`src/rtl/irq_funnel_pkg.sv`:
```
package irq_funnel_pkg;
    localparam int LINES       = 32;
    localparam int IDW         = $clog2(LINES);
    localparam int SLOT_LINES  = 20;
    localparam int CASCADE_BIT = 31;
    localparam int ADDR_W      = 3;

    localparam logic [LINES-1:0] ONE_HOT0  = {{(LINES-1){1'b0}}, 1'b1};
    localparam logic [LINES-1:0] LIVE_BITS =
        {{(LINES-SLOT_LINES){1'b0}}, {SLOT_LINES{1'b1}}} | (ONE_HOT0 << CASCADE_BIT);
    localparam logic [LINES-1:0] POL_RESET = ONE_HOT0 << CASCADE_BIT;
    localparam logic [LINES-1:0] KICK_WORD = 32'h0000_DEAD;

    localparam logic [ADDR_W-1:0] ADR_SUMMARY = 3'd0;
    localparam logic [ADDR_W-1:0] ADR_ENABLE  = 3'd1;
    localparam logic [ADDR_W-1:0] ADR_TRIGGER = 3'd2;
    localparam logic [ADDR_W-1:0] ADR_POLAR   = 3'd3;
    localparam logic [ADDR_W-1:0] ADR_CLEAR   = 3'd4;
    localparam logic [ADDR_W-1:0] ADR_KICK    = 3'd5;

    typedef enum logic [0:0] {
        KICK_IDLE = 1'b0,
        KICK_FIRE = 1'b1
    } kick_state_t;
endpackage

```
`src/rtl/irq_sync.sv`:
```
module irq_sync #(
    parameter int W = irq_funnel_pkg::LINES
) (
    input  logic         clk,
    input  logic         rst_n,
    input  logic [W-1:0] raw,
    output logic [W-1:0] synced
);
    logic [W-1:0] meta_q;

    always_ff @(posedge clk or negedge rst_n) begin
        if (!rst_n) begin
            meta_q <= '0;
            synced <= '0;
        end else begin
            meta_q <= raw;
            synced <= meta_q;
        end
    end
endmodule

```
`src/rtl/irq_detect.sv`:
```
module irq_detect #(
    parameter int W = irq_funnel_pkg::LINES
) (
    input  logic         clk,
    input  logic         rst_n,
    input  logic [W-1:0] synced,
    input  logic [W-1:0] polarity,
    input  logic [W-1:0] edge_sel,
    input  logic [W-1:0] clr_hold,
    input  logic [W-1:0] live,
    output logic [W-1:0] status
);
    for (genvar i = 0; i < W; i++) begin : g_line
        logic act;
        logic prev_q;
        logic sticky_q;

        assign act = polarity[i] ? synced[i] : ~synced[i];

        always_ff @(posedge clk or negedge rst_n) begin
            if (!rst_n) begin
                prev_q   <= 1'b0;
                sticky_q <= 1'b0;
            end else begin
                prev_q <= act;
                if (!edge_sel[i] || clr_hold[i]) begin
                    sticky_q <= 1'b0;
                end else if (act && !prev_q) begin
                    sticky_q <= 1'b1;
                end
            end
        end

        assign status[i] = live[i] & (edge_sel[i] ? sticky_q : act);
    end
endmodule

```
`src/rtl/irq_prio.sv`:
```
module irq_prio #(
    parameter int W   = irq_funnel_pkg::LINES,
    parameter int IDW = $clog2(W)
) (
    input  logic [W-1:0]   req,
    output logic [IDW-1:0] id,
    output logic           valid
);
    always_comb begin
        id    = '0;
        valid = 1'b0;
        for (int i = W - 1; i >= 0; i--) begin
            if (req[i]) begin
                id    = i[IDW-1:0];
                valid = 1'b1;
            end
        end
    end
endmodule

```
`src/rtl/irq_regs.sv`:
```
module irq_regs
    import irq_funnel_pkg::*;
#(
    parameter int W = LINES
) (
    input  logic              clk,
    input  logic              rst_n,
    input  logic              reg_we,
    input  logic [ADDR_W-1:0] reg_addr,
    input  logic [W-1:0]      reg_wdata,
    input  logic [W-1:0]      summary,
    output logic [W-1:0]      reg_rdata,
    output logic [W-1:0]      enable_q,
    output logic [W-1:0]      trigger_q,
    output logic [W-1:0]      polar_q,
    output logic [W-1:0]      clear_q,
    output logic              kick_pulse
);
    kick_state_t kick_q, kick_d;
    logic        kick_hit;

    always_ff @(posedge clk or negedge rst_n) begin
        if (!rst_n) begin
            enable_q  <= '0;
            trigger_q <= '0;
            polar_q   <= POL_RESET;
            clear_q   <= '0;
        end else if (reg_we) begin
            unique case (reg_addr)
                ADR_ENABLE:  enable_q  <= reg_wdata;
                ADR_TRIGGER: trigger_q <= reg_wdata;
                ADR_POLAR:   polar_q   <= reg_wdata;
                ADR_CLEAR:   clear_q   <= reg_wdata;
                default:     ;
            endcase
        end
    end

    assign kick_hit = reg_we && (reg_addr == ADR_KICK) && (reg_wdata == KICK_WORD);

    always_ff @(posedge clk or negedge rst_n) begin
        if (!rst_n) begin
            kick_q <= KICK_IDLE;
        end else begin
            kick_q <= kick_d;
        end
    end

    always_comb begin
        kick_d = kick_q;
        unique case (kick_q)
            KICK_IDLE: if (kick_hit) kick_d = KICK_FIRE;
            KICK_FIRE: kick_d = KICK_IDLE;
            default:   kick_d = KICK_IDLE;
        endcase
    end

    always_comb begin
        kick_pulse = 1'b0;
        unique case (kick_q)
            KICK_IDLE: kick_pulse = 1'b0;
            KICK_FIRE: kick_pulse = 1'b1;
            default:   kick_pulse = 1'b0;
        endcase
    end

    always_comb begin
        reg_rdata = '0;
        unique case (reg_addr)
            ADR_SUMMARY: reg_rdata = summary;
            ADR_ENABLE:  reg_rdata = enable_q;
            ADR_TRIGGER: reg_rdata = trigger_q;
            ADR_POLAR:   reg_rdata = polar_q;
            ADR_CLEAR:   reg_rdata = clear_q;
            default:     reg_rdata = '0;
        endcase
    end
endmodule

```
`src/rtl/irq_funnel.sv`:
```
module irq_funnel
    import irq_funnel_pkg::*;
(
    input  logic              clk,
    input  logic              rst_n,
    input  logic [LINES-1:0]  irq_lines,
    input  logic              reg_we,
    input  logic [ADDR_W-1:0] reg_addr,
    input  logic [LINES-1:0]  reg_wdata,
    output logic [LINES-1:0]  reg_rdata,
    output logic              cpu_irq,
    output logic [IDW-1:0]    irq_id,
    output logic              irq_id_valid,
    output logic              sys_reset_req
);
    logic [LINES-1:0] synced;
    logic [LINES-1:0] status;
    logic [LINES-1:0] enable_q;
    logic [LINES-1:0] trigger_q;
    logic [LINES-1:0] polar_q;
    logic [LINES-1:0] clear_q;
    logic [LINES-1:0] armed;

    irq_sync #(.W(LINES)) sync_i (
        .clk    (clk),
        .rst_n  (rst_n),
        .raw    (irq_lines),
        .synced (synced)
    );

    irq_detect #(.W(LINES)) detect_i (
        .clk      (clk),
        .rst_n    (rst_n),
        .synced   (synced),
        .polarity (polar_q),
        .edge_sel (trigger_q),
        .clr_hold (clear_q),
        .live     (LIVE_BITS),
        .status   (status)
    );

    irq_regs #(.W(LINES)) regs_i (
        .clk        (clk),
        .rst_n      (rst_n),
        .reg_we     (reg_we),
        .reg_addr   (reg_addr),
        .reg_wdata  (reg_wdata),
        .summary    (status),
        .reg_rdata  (reg_rdata),
        .enable_q   (enable_q),
        .trigger_q  (trigger_q),
        .polar_q    (polar_q),
        .clear_q    (clear_q),
        .kick_pulse (sys_reset_req)
    );

    assign armed   = status & enable_q;
    assign cpu_irq = |armed;

    irq_prio #(.W(LINES), .IDW(IDW)) prio_i (
        .req   (armed),
        .id    (irq_id),
        .valid (irq_id_valid)
    );
endmodule

```
`config.mk`:
```
export PLATFORM = sky130hd
export DESIGN_NAME = irq_funnel
export DESIGN_NICKNAME = d
export VERILOG_FILES = /design/src/rtl/irq_funnel_pkg.sv /design/src/rtl/irq_sync.sv /design/src/rtl/irq_detect.sv /design/src/rtl/irq_prio.sv /design/src/rtl/irq_regs.sv /design/src/rtl/irq_funnel.sv
export SDC_FILE = /design/constraint.sdc
export NUM_CORES = 1
export LEC_CHECK = 0
export ABC_CLOCK_PERIOD_IN_PS = 2000
export BUFFER_PORTS_ARGS = -buffer_cell sky130_fd_sc_hd__buf_2
export CORE_UTILIZATION = 30
export DETAILED_ROUTE_END_ITERATION = 10
export GPL_ROUTABILITY_DRIVEN = 0
export HOLD_SLACK_MARGIN = 0.05
export PLACE_DENSITY = 0.51
export SYNTH_ARGS = -nofsm -noshare
export SYNTH_HDL_FRONTEND = slang
export SYNTH_SLANG_ARGS = --single-unit
```
`constraint.sdc`:
```
create_clock -name clk -period 2 [get_ports clk]
set_input_delay 0.4 -clock clk [delete_from_list [all_inputs] [get_ports clk]]
set_output_delay 0.4 -clock clk [all_outputs]
set_load 0.01 [all_outputs]
```
# After elaboration in Yosys (flattened, before gate mapping)

Cells that the tools add are included.

Register bits: 235
Bits of input ports: 70
Output and inout port bits: 40
Word-level logic and storage cells: 343

Eq/ne operators: 6
Multiplexer cells: 152
Bitwise gates (word level): 23
Reduce and logical (&&, ||, !) cells: 113

Operators with widths:

| operator                                        | count |
|---|---|
| 2-to-1 mux 5 bit                                | 32 |
| case mux 32 bit (5 select lines)                | 1 |
| 2-to-1 mux 1 bit                                | 117 |
| logical NOT 1 bit                               | 42 |
| nonzero test 2 bit                              | 21 |
| bitwise AND 32 bit                              | 1 |
| == test 32 x 16 -> 1 bit, second input constant | 1 |
| OR reduction 32 bit                             | 1 |
| logical AND 1 bit                               | 23 |
| NOT 1 bit                                       | 22 |
| logical OR 1 bit                                | 21 |
| AND reduction 2 bit                             | 4 |
| == test 3 x 2 -> 1 bit, second input constant   | 2 |
| == test 3 bit, second input constant            | 2 |
| case mux 1 bit (2 select lines)                 | 2 |
| == test 3 x 1 -> 1 bit, second input constant   | 1 |
| logical NOT 3 bit                               | 1 |

# Longest topological paths before layout

Gate-level depths: netlist of the first run.

Depth after elaboration: 36
Depth in mapped cells: 7
Mapped depth without buffers: 7

# By module

From an unflattened synthesis of the first run, not the netlist that was laid out.

Cells, all modules: 908
Area total of the unflattened synthesis: 11647.4 sq um

By module, submodules not included:

| module     | instances | cells an instance | area an instance (sq um) | seq. area each (sq um) |
|---|---|---|---|---|
| irq_regs   | 1         | 412               | 5967.0                   | 3229.3 |
| irq_detect | 1         | 320               | 3403.3                   | 1601.5 |
| irq_sync   | 1         | 64                | 1601.5                   | 1601.5 |
| irq_prio   | 1         | 65                | 370.4                    | 0.0 |
| irq_funnel | 1         | 47                | 305.3                    | 0.0 |

# Worst setup path before layout of the first run

No wires, ideal clock.

Path type: register to output
Start: reg regs_i.polar_q[31]
End: out irq_id[0]
Data arrival time: 1603 ps
Data required time: 1600 ps
Slack: -3 ps
Cell stages (with the launch flop): 8
Buffers on the path: 0
Path through: dfstp_2 -> xor2_2 -> inv_2 -> a31oi_4 -> nand2_1 -> a311o_1 -> a21oi_1 -> o31ai_1

Cells in the longest elaborated chain, start to end: 35

Ends and longest elaborated chain:

| element                        | RTL line         | RTL |
|---|---|---|
| from (decl)                    | irq_regs.sv:15   | `output logic [W-1:0] polar_q,` |
| from (signal assigned)         | irq_regs.sv:32   | `ADR_POLAR: polar_q <= reg_wdata;` |
| 2-to-1 mux 1 bit               | irq_detect.sv:18 | `assign act = polarity[i] ? synced[i] : ~synced[i];` |
| via detect_i.g_line[31].act    | irq_detect.sv:14 | `logic act;` |
| 2-to-1 mux 1 bit               | irq_detect.sv:34 | `assign status[i] = live[i] & (edge_sel[i] ? sticky_q : act);` |
| bitwise AND 32 bit             | irq_funnel.sv:57 | `assign armed = status & enable_q;` |
| 2-to-1 mux 5 bit (32 in a row) | irq_prio.sv:13   | `if (req[i]) begin` |
| to (decl)                      | irq_funnel.sv:12 | `output logic [IDW-1:0] irq_id,` |

The timed path passes the listed nets, and every way through them passes these cells.

# Worst setup path in the final report of the first run

Start: reg sync_i.synced[19]
End: out irq_id[2]

Cells in the longest elaborated chain, start to end: 24

Ends and longest elaborated chain:

| element                          | RTL line         | RTL |
|---|---|---|
| from (decl)                      | irq_sync.sv:7    | `output logic [W-1:0] synced` |
| from (signal assigned)           | irq_sync.sv:17   | `synced <= meta_q;` |
| NOT 1 bit                        | irq_detect.sv:18 |  |
| 2-to-1 mux 1 bit *               | irq_detect.sv:18 |  |
| via detect_i.g_line[19].act      | irq_detect.sv:14 |  |
| 2-to-1 mux 1 bit *               | irq_detect.sv:34 |  |
| bitwise AND 32 bit *             | irq_funnel.sv:57 |  |
| 2-to-1 mux 5 bit * (20 in a row) | irq_prio.sv:13   |  |

The timed path passes the listed nets; every way through them passes the cells marked *.

==> results.txt, run 1 <==
Summed over all cells, the static leakage comes to 0.00595 uW. 110 I/O pins were placed. Along the worst path, the maximum fanout reaches 3. In the synthesized netlist the dominant register cell turns out to be sky130_fd_sc_hd__dfrtp_1. At the pin with the least slew margin, the transition time is 0.431 ns. The proportion of power drawn by combinational gates came out at 0.275. The final antenna-violating net count is 0. Across all layers, the routed design uses 6695 vias.

The top cell type by total area after synthesis is sky130_fd_sc_hd__dfrtp_1. Of all flip-flops after synthesis, the portion carrying an async set or reset was 1.00. Clock-pin slew was measured on the worst setup and hold paths at 0.06 ns. The final hold violation count came to 0. The final count of negative-setup-slack endpoints came out at 27.

The final reports fail on setup timing. The switching part of the total power came out at 0.290. The largest voltage drop on the vdd net is 562 uV. The cell area after technology mapping is 0.00903 mm2.

The TritonCTS clock tree is done. The post-synthesis area per instance came out at 12.4 um2. For this run, the total global-route usage over all layers was measured as 0.166. The minimum setup slack after placement is -0.388 ns. The die is 176 um tall. After synthesis the netlist holds a flip-flop and latch count of 213.

The longest clock path from root to sink contains 3 buffers. The signed area change from the synthesized netlist to the final layout is 44.5%. The number of warnings issued by yosys came out at 0.

The final net count is 1078. The global-route congestion overflow total came out at 0. The required time at the endpoint of the critical path came out at 1.60 ns. The number of nets in the synthesized netlist came out at 798. The share of cells above drive strength 1 is 0.453. By startpoint and endpoint, the worst setup path is classified as register to output pin. The initial DRC count came out at 343. The iteration count of the initial detailed-routing pass is 6. In this run, synthesis inferred 0 flip-flops with an integrated enable. For this configuration, the core starts out at a cell density of 0.305. The count of unresolved DRC violations after routing is 0.

The max-capacitance violation count is 0. On the final layout, the worst clock skew is 0.0176 ns. Based on the critical path, the design can be clocked at up to 370 MHz. The number of cells produced by synthesis came out at 728. The pin count of the biggest net entering global routing is 69. The placed wire-length estimate after detailed placement came out at 17.5 mm. Dividing the final minimum period by the clock period gives 1.35. Of the post-synthesis cell area, the dominant cell type holds 0.587. The critical path arrival is 2.31 ns. The area inside the core boundary came out at 0.0296 mm2. The worst setup path is launched from a register. The number of distinct standard cells referenced by the synthesized netlist came out at 52. The wire length after detailed routing came out at 25.1 mm. The endpoint kind of the worst setup timing path is an output pin. The internal power of the cells totals 10200 uW. The sequential fraction of design power came out at 0.395. Dividing total power by cell area gives a power density of 1100 mW/mm2. The run finished, with violations left.

The switching power total came out at 4150 uW. The number of global-route vias before repair was 7213. The clock share of power is 0.330. The wire length of the first global-routing pass came out at 39.9 mm. The number of levels the H-tree was split into came out at 1. Setup repair after global routing could not meet its margin everywhere. The die covers 0.0308 mm2.

The initial antenna violation count came out at 1. In this run the horizontal extent of the chip is 176 um. Counting the buffers created by CTS gives 25. The number of rows in the core area is 63.

The post-placement cell area came out at 0.0111 mm2. The final cell area excluding filler cells is 0.0130 mm2. The headroom to the max-slew limit came out at 0.708.

The path class of the tightest hold or removal check is primary input to register. By area the synthesized netlist is led by sky130_fd_sc_hd__dfrtp_1 59%, sky130_fd_sc_hd__mux2_1 7.4%, sky130_fd_sc_hd__mux2_2 7.4%, sky130_fd_sc_hd__a22oi_1 5.5%, sky130_fd_sc_hd__nand2_1 2.3%. The clock insertion delay at the later pin of the skew report is 0.52 ns.

The filler cells instantiated in the layout total 2836. The count of input and output buffers is 98. The via density per instance is 4.73.

After routing, the total negative slack on setup checks comes to -6.68 ns. For this run, the register share of the synthesized area comes to 0.590. After layout, the worst setup slack is -0.705 ns. The max-slew violation total from the final report came out at 0. After detailed routing, the average wire length per cell comes to 17.7 um. Clock tree synthesis selected as its root buffer the cell sky130_fd_sc_hd__clkbuf_16.

Subtracting the final worst setup slack from the clock period gives 2.71 ns. 0 antenna diodes ended up in the layout. The library cell used most frequently in the layout, excluding fill and tap cells, is sky130_fd_sc_hd__dfrtp_1. The CTS sink count is 213. Leaving out fill and tap cells, the most frequent cells in the layout are 212 x sky130_fd_sc_hd__dfrtp_1, 139 x sky130_fd_sc_hd__buf_4, 84 x sky130_fd_sc_hd__buf_2, 59 x sky130_fd_sc_hd__mux2_1, 59 x sky130_fd_sc_hd__mux2_2.
metal layers:
metal	global-route usage	vias up	wire length, um	share of wire
met3	0.0279	38	1130	0.045
met2	0.275	125	11900	0.47
met5	0	-	8	0.00032
met1	0.226	3361	11600	0.46
met4	0.0384	2	476	0.019
li1	-	3169	-	-
area by class of cell:
type / count / area [um2] / area share
clock buffer: 34 / 729 / 0.0559
clock inverter: 11 / 136 / 0.0105
inverter: 31 / 116 / 0.00892
multi-input combinational: 453 / 3990 / 0.306
sequential: 213 / 5330 / 0.409
tap: 390 / 488 / 0.0374
timing repair buffer: 284 / 2250 / 0.173
Yosys cell counts, drive strengths merged (2+ instances only):
cell and n:
a22oi 66, dfrtp 212, mux2i 5, o21ai 24, buf 18, o211ai 12, xor2 16, nor4 4
nand2 55, nand3 14, a2bb2oi 4, xnor2 5, inv 31, nor3 9, and3 5, clkbuf 13
mux2 118, nand2b 5, nor3b 18, and2 3, a31oi 7, nand4 6, and4b 2, nor2 44
a21oi 15
final timing paths:
kind | start | end | slack (ns) | cells after the start
max reg2reg | regs_i.kick_q | regs_i.kick_q | 0.64 | 3
max | sync_i.synced[19] | irq_id[2] | -0.71 | 8
max in group asynchronous | rst_n | regs_i.polar_q[31] | 1.02 | 3
min reg2reg | sync_i.meta_q[17] | sync_i.synced[17] | 0.34 | 0
min in group asynchronous | rst_n | sync_i.meta_q[4] | 0.31 | 2
min | reg_wdata[8] | regs_i.enable_q[8] | 0.17 | 2
critical path: stages (launching register included):
cell	delay, ns
sky130_fd_sc_hd__dfrtp_1	0.40
sky130_fd_sc_hd__xor2_2	0.20
sky130_fd_sc_hd__inv_2	0.07
sky130_fd_sc_hd__a31oi_4	0.20
sky130_fd_sc_hd__nand4_1	0.18
sky130_fd_sc_hd__nor2_2	0.19
sky130_fd_sc_hd__o211ai_1	0.16
sky130_fd_sc_hd__a31oi_2	0.23
sky130_fd_sc_hd__buf_2	0.18
registers in the layout, summed over array words and instances, names as in the netlist:
name	flops
regs_i.enable_q	32
sync_i.meta_q	21
regs_i.kick_q	1
sync_i.synced	21
detect_i.g_line.sticky_q	21
regs_i.trigger_q	32
regs_i.clear_q	32
detect_i.g_line.prev_q	21
regs_i.polar_q	32
per-stage QoR:
| step | cells | utilization | total power, uW | hold WS [ns] |
|---|---|---|---|---|
| 2_1_floorplan | 728 | - | 7170 | 0.104 |
| 3_3_place_gp | 1329 | 0.376 | 8840 | 0.244 |
| 3_5_place_dp | 1329 | 0.376 | 8900 | 0.246 |
| 4_1_cts | 1408 | 0.430 | 14100 | 0.147 |
| 5_1_grt | 1416 | 0.440 | 15100 | 0.166 |
| 6_report | 1416 | 0.440 | 14300 | 0.167 |
cell families after synthesis:
| kind of cell | Yosys count | synth area share |
|---|---|---|
| flops | 213 | 0.590 |
| xor+xnor | 21 | 0.0220 |
| simple gates | 172 | 0.0949 |
| mux | 123 | 0.153 |
| buf+inv | 62 | 0.0301 |
| compound gates | 137 | 0.110 |
power groups by stage:
| stage | Clock (uW) | Sequential (uW) | Combinational [uW] |
|---|---|---|---|
| after floorplan | 0 | 5570 | 1590 |
| after global placement | 0 | 5620 | 3220 |
| after detailed placement | 0 | 5640 | 3260 |
| after CTS | 4830 | 5610 | 3710 |
| after global routing | 5030 | 5750 | 4300 |
| final | 4720 | 5640 | 3940 |
timing repair:
item | in CTS | in global routing
pin swaps | 59 | 37
buffers inserted | 15 | 10
cloned | 0 | 1
hold endpoints to repair | 120 | 0
setup endpoints to repair | 39 | 39
hold buffers | 22 | 0
resized for setup | 84 | 54
Power figures use the tool's default switching activity.
==> inputs of run 2 (changes only) <==
--- a/config.mk
+++ b/config.mk
@@ -6,12 +6,12 @@
 export NUM_CORES = 1
 export LEC_CHECK = 0
 export ABC_CLOCK_PERIOD_IN_PS = 2000
-export BUFFER_PORTS_ARGS = -buffer_cell sky130_fd_sc_hd__buf_2
 export CORE_UTILIZATION = 30
 export DETAILED_ROUTE_END_ITERATION = 10
+export DONT_BUFFER_PORTS = 1
 export GPL_ROUTABILITY_DRIVEN = 0
 export HOLD_SLACK_MARGIN = 0.05
-export PLACE_DENSITY = 0.51
+export PLACE_DENSITY = 0.48
 export SYNTH_ARGS = -nofsm -noshare
 export SYNTH_HDL_FRONTEND = slang
 export SYNTH_SLANG_ARGS = --single-unit
==> run 2 against run 1 <==
  * The run ends with hold timing, setup timing left
  * Utilization fell by 2.4 points
  * Clock power fell by 1%
  * Combinational power fell by 12%
  * Critical endpoint is now irq_id[0]
  * Largest cell class unchanged
  * Highest routed layer is now met4
==> results.txt, run 2 (synthesized netlist as in run 1, its figures left out) <==
The run finished, with violations left. The checks that failed: hold timing, setup timing. The count of input and output buffers is 0 (-100%). The final clock skew is 0.0101 ns (-0.00753 ns).

The iteration count of the initial detailed-routing pass came to 4 (-2). The leakage power came out at 0.00545 uW (-8.3%). On the critical path the largest part of the delay comes from compound AO/OA/AOI/OAI gates.

The initial standard-cell utilization of the core came out at 0.305 (unchanged). The post-layout worst setup margin came out at -0.715 ns (-0.00948 ns). The number of vias in the routed layout is 6340 (-5.3%). The slowest library cell on the worst path is sky130_fd_sc_hd__dfstp_2. The critical path arrival came to 2.31 ns (about the same).

Setup repair after global routing could not meet its margin everywhere. The total design power is 13800 uW (-3.5%). STA classifies the critical path startpoint as a register.

The number of buffers created by CTS is 26 (+4.0%). The cell area power density came out at 1120 mW/mm2 (+2.0%). The utilization after layout is 0.416 (-0.0238). The number of hold buffers added after cts is 53 (+140%). The clock edge transition at the registers on the reported setup and hold paths was 0.06 ns (about the same). The wire length of the first global-routing pass came to 39.4 mm (-1.2%). The detailed-route wire length on metal 1 came out at 11.5 mm (-0.62%).

The headroom to the max-slew limit is 0.638 (-0.0702). The maximum frequency from static timing analysis came out at 368 MHz (-0.35%). The sequential standard cell area is 0.00533 mm2 (unchanged).

The initial antenna violation count came out at 0 (-1). The final clock period utilization by the worst path was 1.36 (+0.00474). The signed area change from the synthesized netlist to the final layout came out at 36.7%. The die extent in x is 176 um (unchanged).

The required time at the endpoint of the critical path came to 1.60 ns (about the same). In the layout the commonest cells are 212 x sky130_fd_sc_hd__dfrtp_1, 132 x sky130_fd_sc_hd__buf_4, 63 x sky130_fd_sc_hd__a22oi_1, 59 x sky130_fd_sc_hd__mux2_1, 59 x sky130_fd_sc_hd__mux2_2. The final count of negative-setup-slack endpoints was 20 (-26%).

The CTS sink count came to 213 (unchanged). The maximum fanout along the worst path is 2 (-1). The share of cells above drive strength 1 came out at 0.346 (-0.107). The number of global-route vias before repair was 6709 (-7.0%). The cell sitting at the root of the clock tree is a sky130_fd_sc_hd__clkbuf_16. The final hold violation count was 213 (+213).

The classification of the worst setup path is register to output pin. The max-capacitance violation count came out at 0 (unchanged). Leaving out fill and tap cells, the most frequent cell in the layout is sky130_fd_sc_hd__dfrtp_1. The vertical die dimension came out at 176 um (unchanged).

The pin count of the biggest net entering global routing came out at 214 (+210%). The placed wire-length estimate after detailed placement is 16.3 mm (-6.7%). The count of fill cells added during filler insertion is 2882 (+1.6%).

The max-slew violation total from the final report came out at 0 (unchanged). The global-route total usage across every layer is 0.167 (+0.000981). The TritonCTS clock tree is done. The delay contributed by the slowest stage of the critical path came out at 0.55 ns (+0.15 ns). The buffering stage count on the worst path with inverters included came out at 2 (unchanged).

The die footprint came out at 0.0308 mm2 (unchanged). The worst setup path is captured at an output pin. The average wire per cell in the routed design came out at 19.0 um (+7.5%). The met2 layer wire length in the routed design came out at 12.0 mm (+0.98%). The minimum setup slack after placement is -0.350 ns (+0.0373 ns). The transition at the pin with the smallest max-transition slack came to 0.538 ns (+0.106 ns). The final antenna-violating net count came out at 0 (unchanged). The count of unresolved DRC violations after routing was 0 (unchanged).

The number of rows in the core area was 63 (unchanged). Walking the worst path, the cells encountered are xor2_2, inv_2, a31oi_4, nand2_1, a311o_1, a21oi_2, o31ai_2, buf_4. The wire length on met3 came out at 1.15 mm (+1.8%). The wire length after detailed routing was 25.3 mm (+0.72%).

The boundary pin count is 110 (unchanged). In this run the worst hold path is classified as primary input to async pin. The clock insertion delay at the later pin of the skew report came to 0.53 ns (about the same). The via density per instance is 4.78 (+1.0%). The time the worst path needs with I/O delays and setup came to 2.71 ns (+0.00948 ns). The final net count came out at 989 (-8.3%). The final-layout worst hold slack is -0.423 ns (-0.590 ns). The maximum buffer depth of the clock tree came out at 3 (unchanged). The global-route congestion overflow total is 0 (unchanged).

The footprint of the multi-input gates is 0.00389 mm2 (-2.7%). The top routing layer in use is met4. The largest voltage drop on the vdd net is 644 uV (+15%). The number of levels the H-tree was split into is 1 (unchanged). The initial DRC count came out at 299 (-13%). The area inside the core boundary is 0.0296 mm2 (unchanged).
## run 2: cell count changes in the layout (fill, tap and decap cells not counted), sizes merged
cell,delta
diode,+1
clkinvlp,-1
dlygate4sd3,+31
inv,-1
bufinv,-1
buf,-121
clkbuf,+3
## run 2: area by class of cell
cell class	instances	share of cell area
antenna	1	0.000203
clock buffer	37	0.0609
clock inverter	8	0.00821
inverter	31	0.00943
multi-input combinational	453	0.315
sequential	213	0.432
tap	390	0.0395
timing repair buffer	194	0.135
## run 2: report_power, final
| group | internal, uW | total (uW) | switching, uW |
|---|---|---|---|
| clock network | 2850 | 4670 | 1820 |
| logic | 1910 | 3480 | 1570 |
| registers | 5110 | 5640 | 537 |
## run 2: repair_timing
item                       4_1_cts  5_1_grt
gates resized for setup         59       31
pin swaps                       41       33
hold endpoints to repair       363      213
gates cloned                     0        0
setup buffers                   12        8
setup endpoints to repair       27       28
## run 2: metal layers
layer  vias to the layer above  GRT usage
li1                       2999          -
met1                      3194      0.222
met2                       112      0.273
met3                        35     0.0351
met4                         0     0.0478
met5                         -          0
## run 2: stage by stage
stage | setup TNS (ns) | cells | instance area, um2 | hold slack (ns)
after floorplan | 0 | 728 | 9030 | 0.104
after global placement | -1.62 | 1215 | 10400 | 0.110
after detailed placement | -1.80 | 1215 | 10400 | 0.111
after CTS | -6.44 | 1320 | 12100 | -0.464
after global routing | -7.81 | 1326 | 12300 | -0.448
final | -5.93 | 1327 | 12300 | -0.423
## run 2: worst paths after layout
kind                               startpoint            endpoint  slack, ns  cells past startpoint
max                        regs_i.polar_q[31]           irq_id[0]      -0.71                      8
min reg2reg                  sync_i.meta_q[4]    sync_i.synced[4]       0.35                      0
min in group clk                reg_wdata[30]       regs_i.kick_q       0.08                      3
max reg2reg                     regs_i.kick_q       regs_i.kick_q       0.48                      3
max in group asynchronous               rst_n  regs_i.polar_q[31]       2.05                      0
min                                     rst_n    sync_i.meta_q[7]      -0.42                      0
## run 2: worst register-to-register path, delay by kind of cell (launching register included)
kind | cells | cell delay [ns]
flip-flops | 1 | 0.45
AND/OR/NAND/NOR | 3 | 0.98
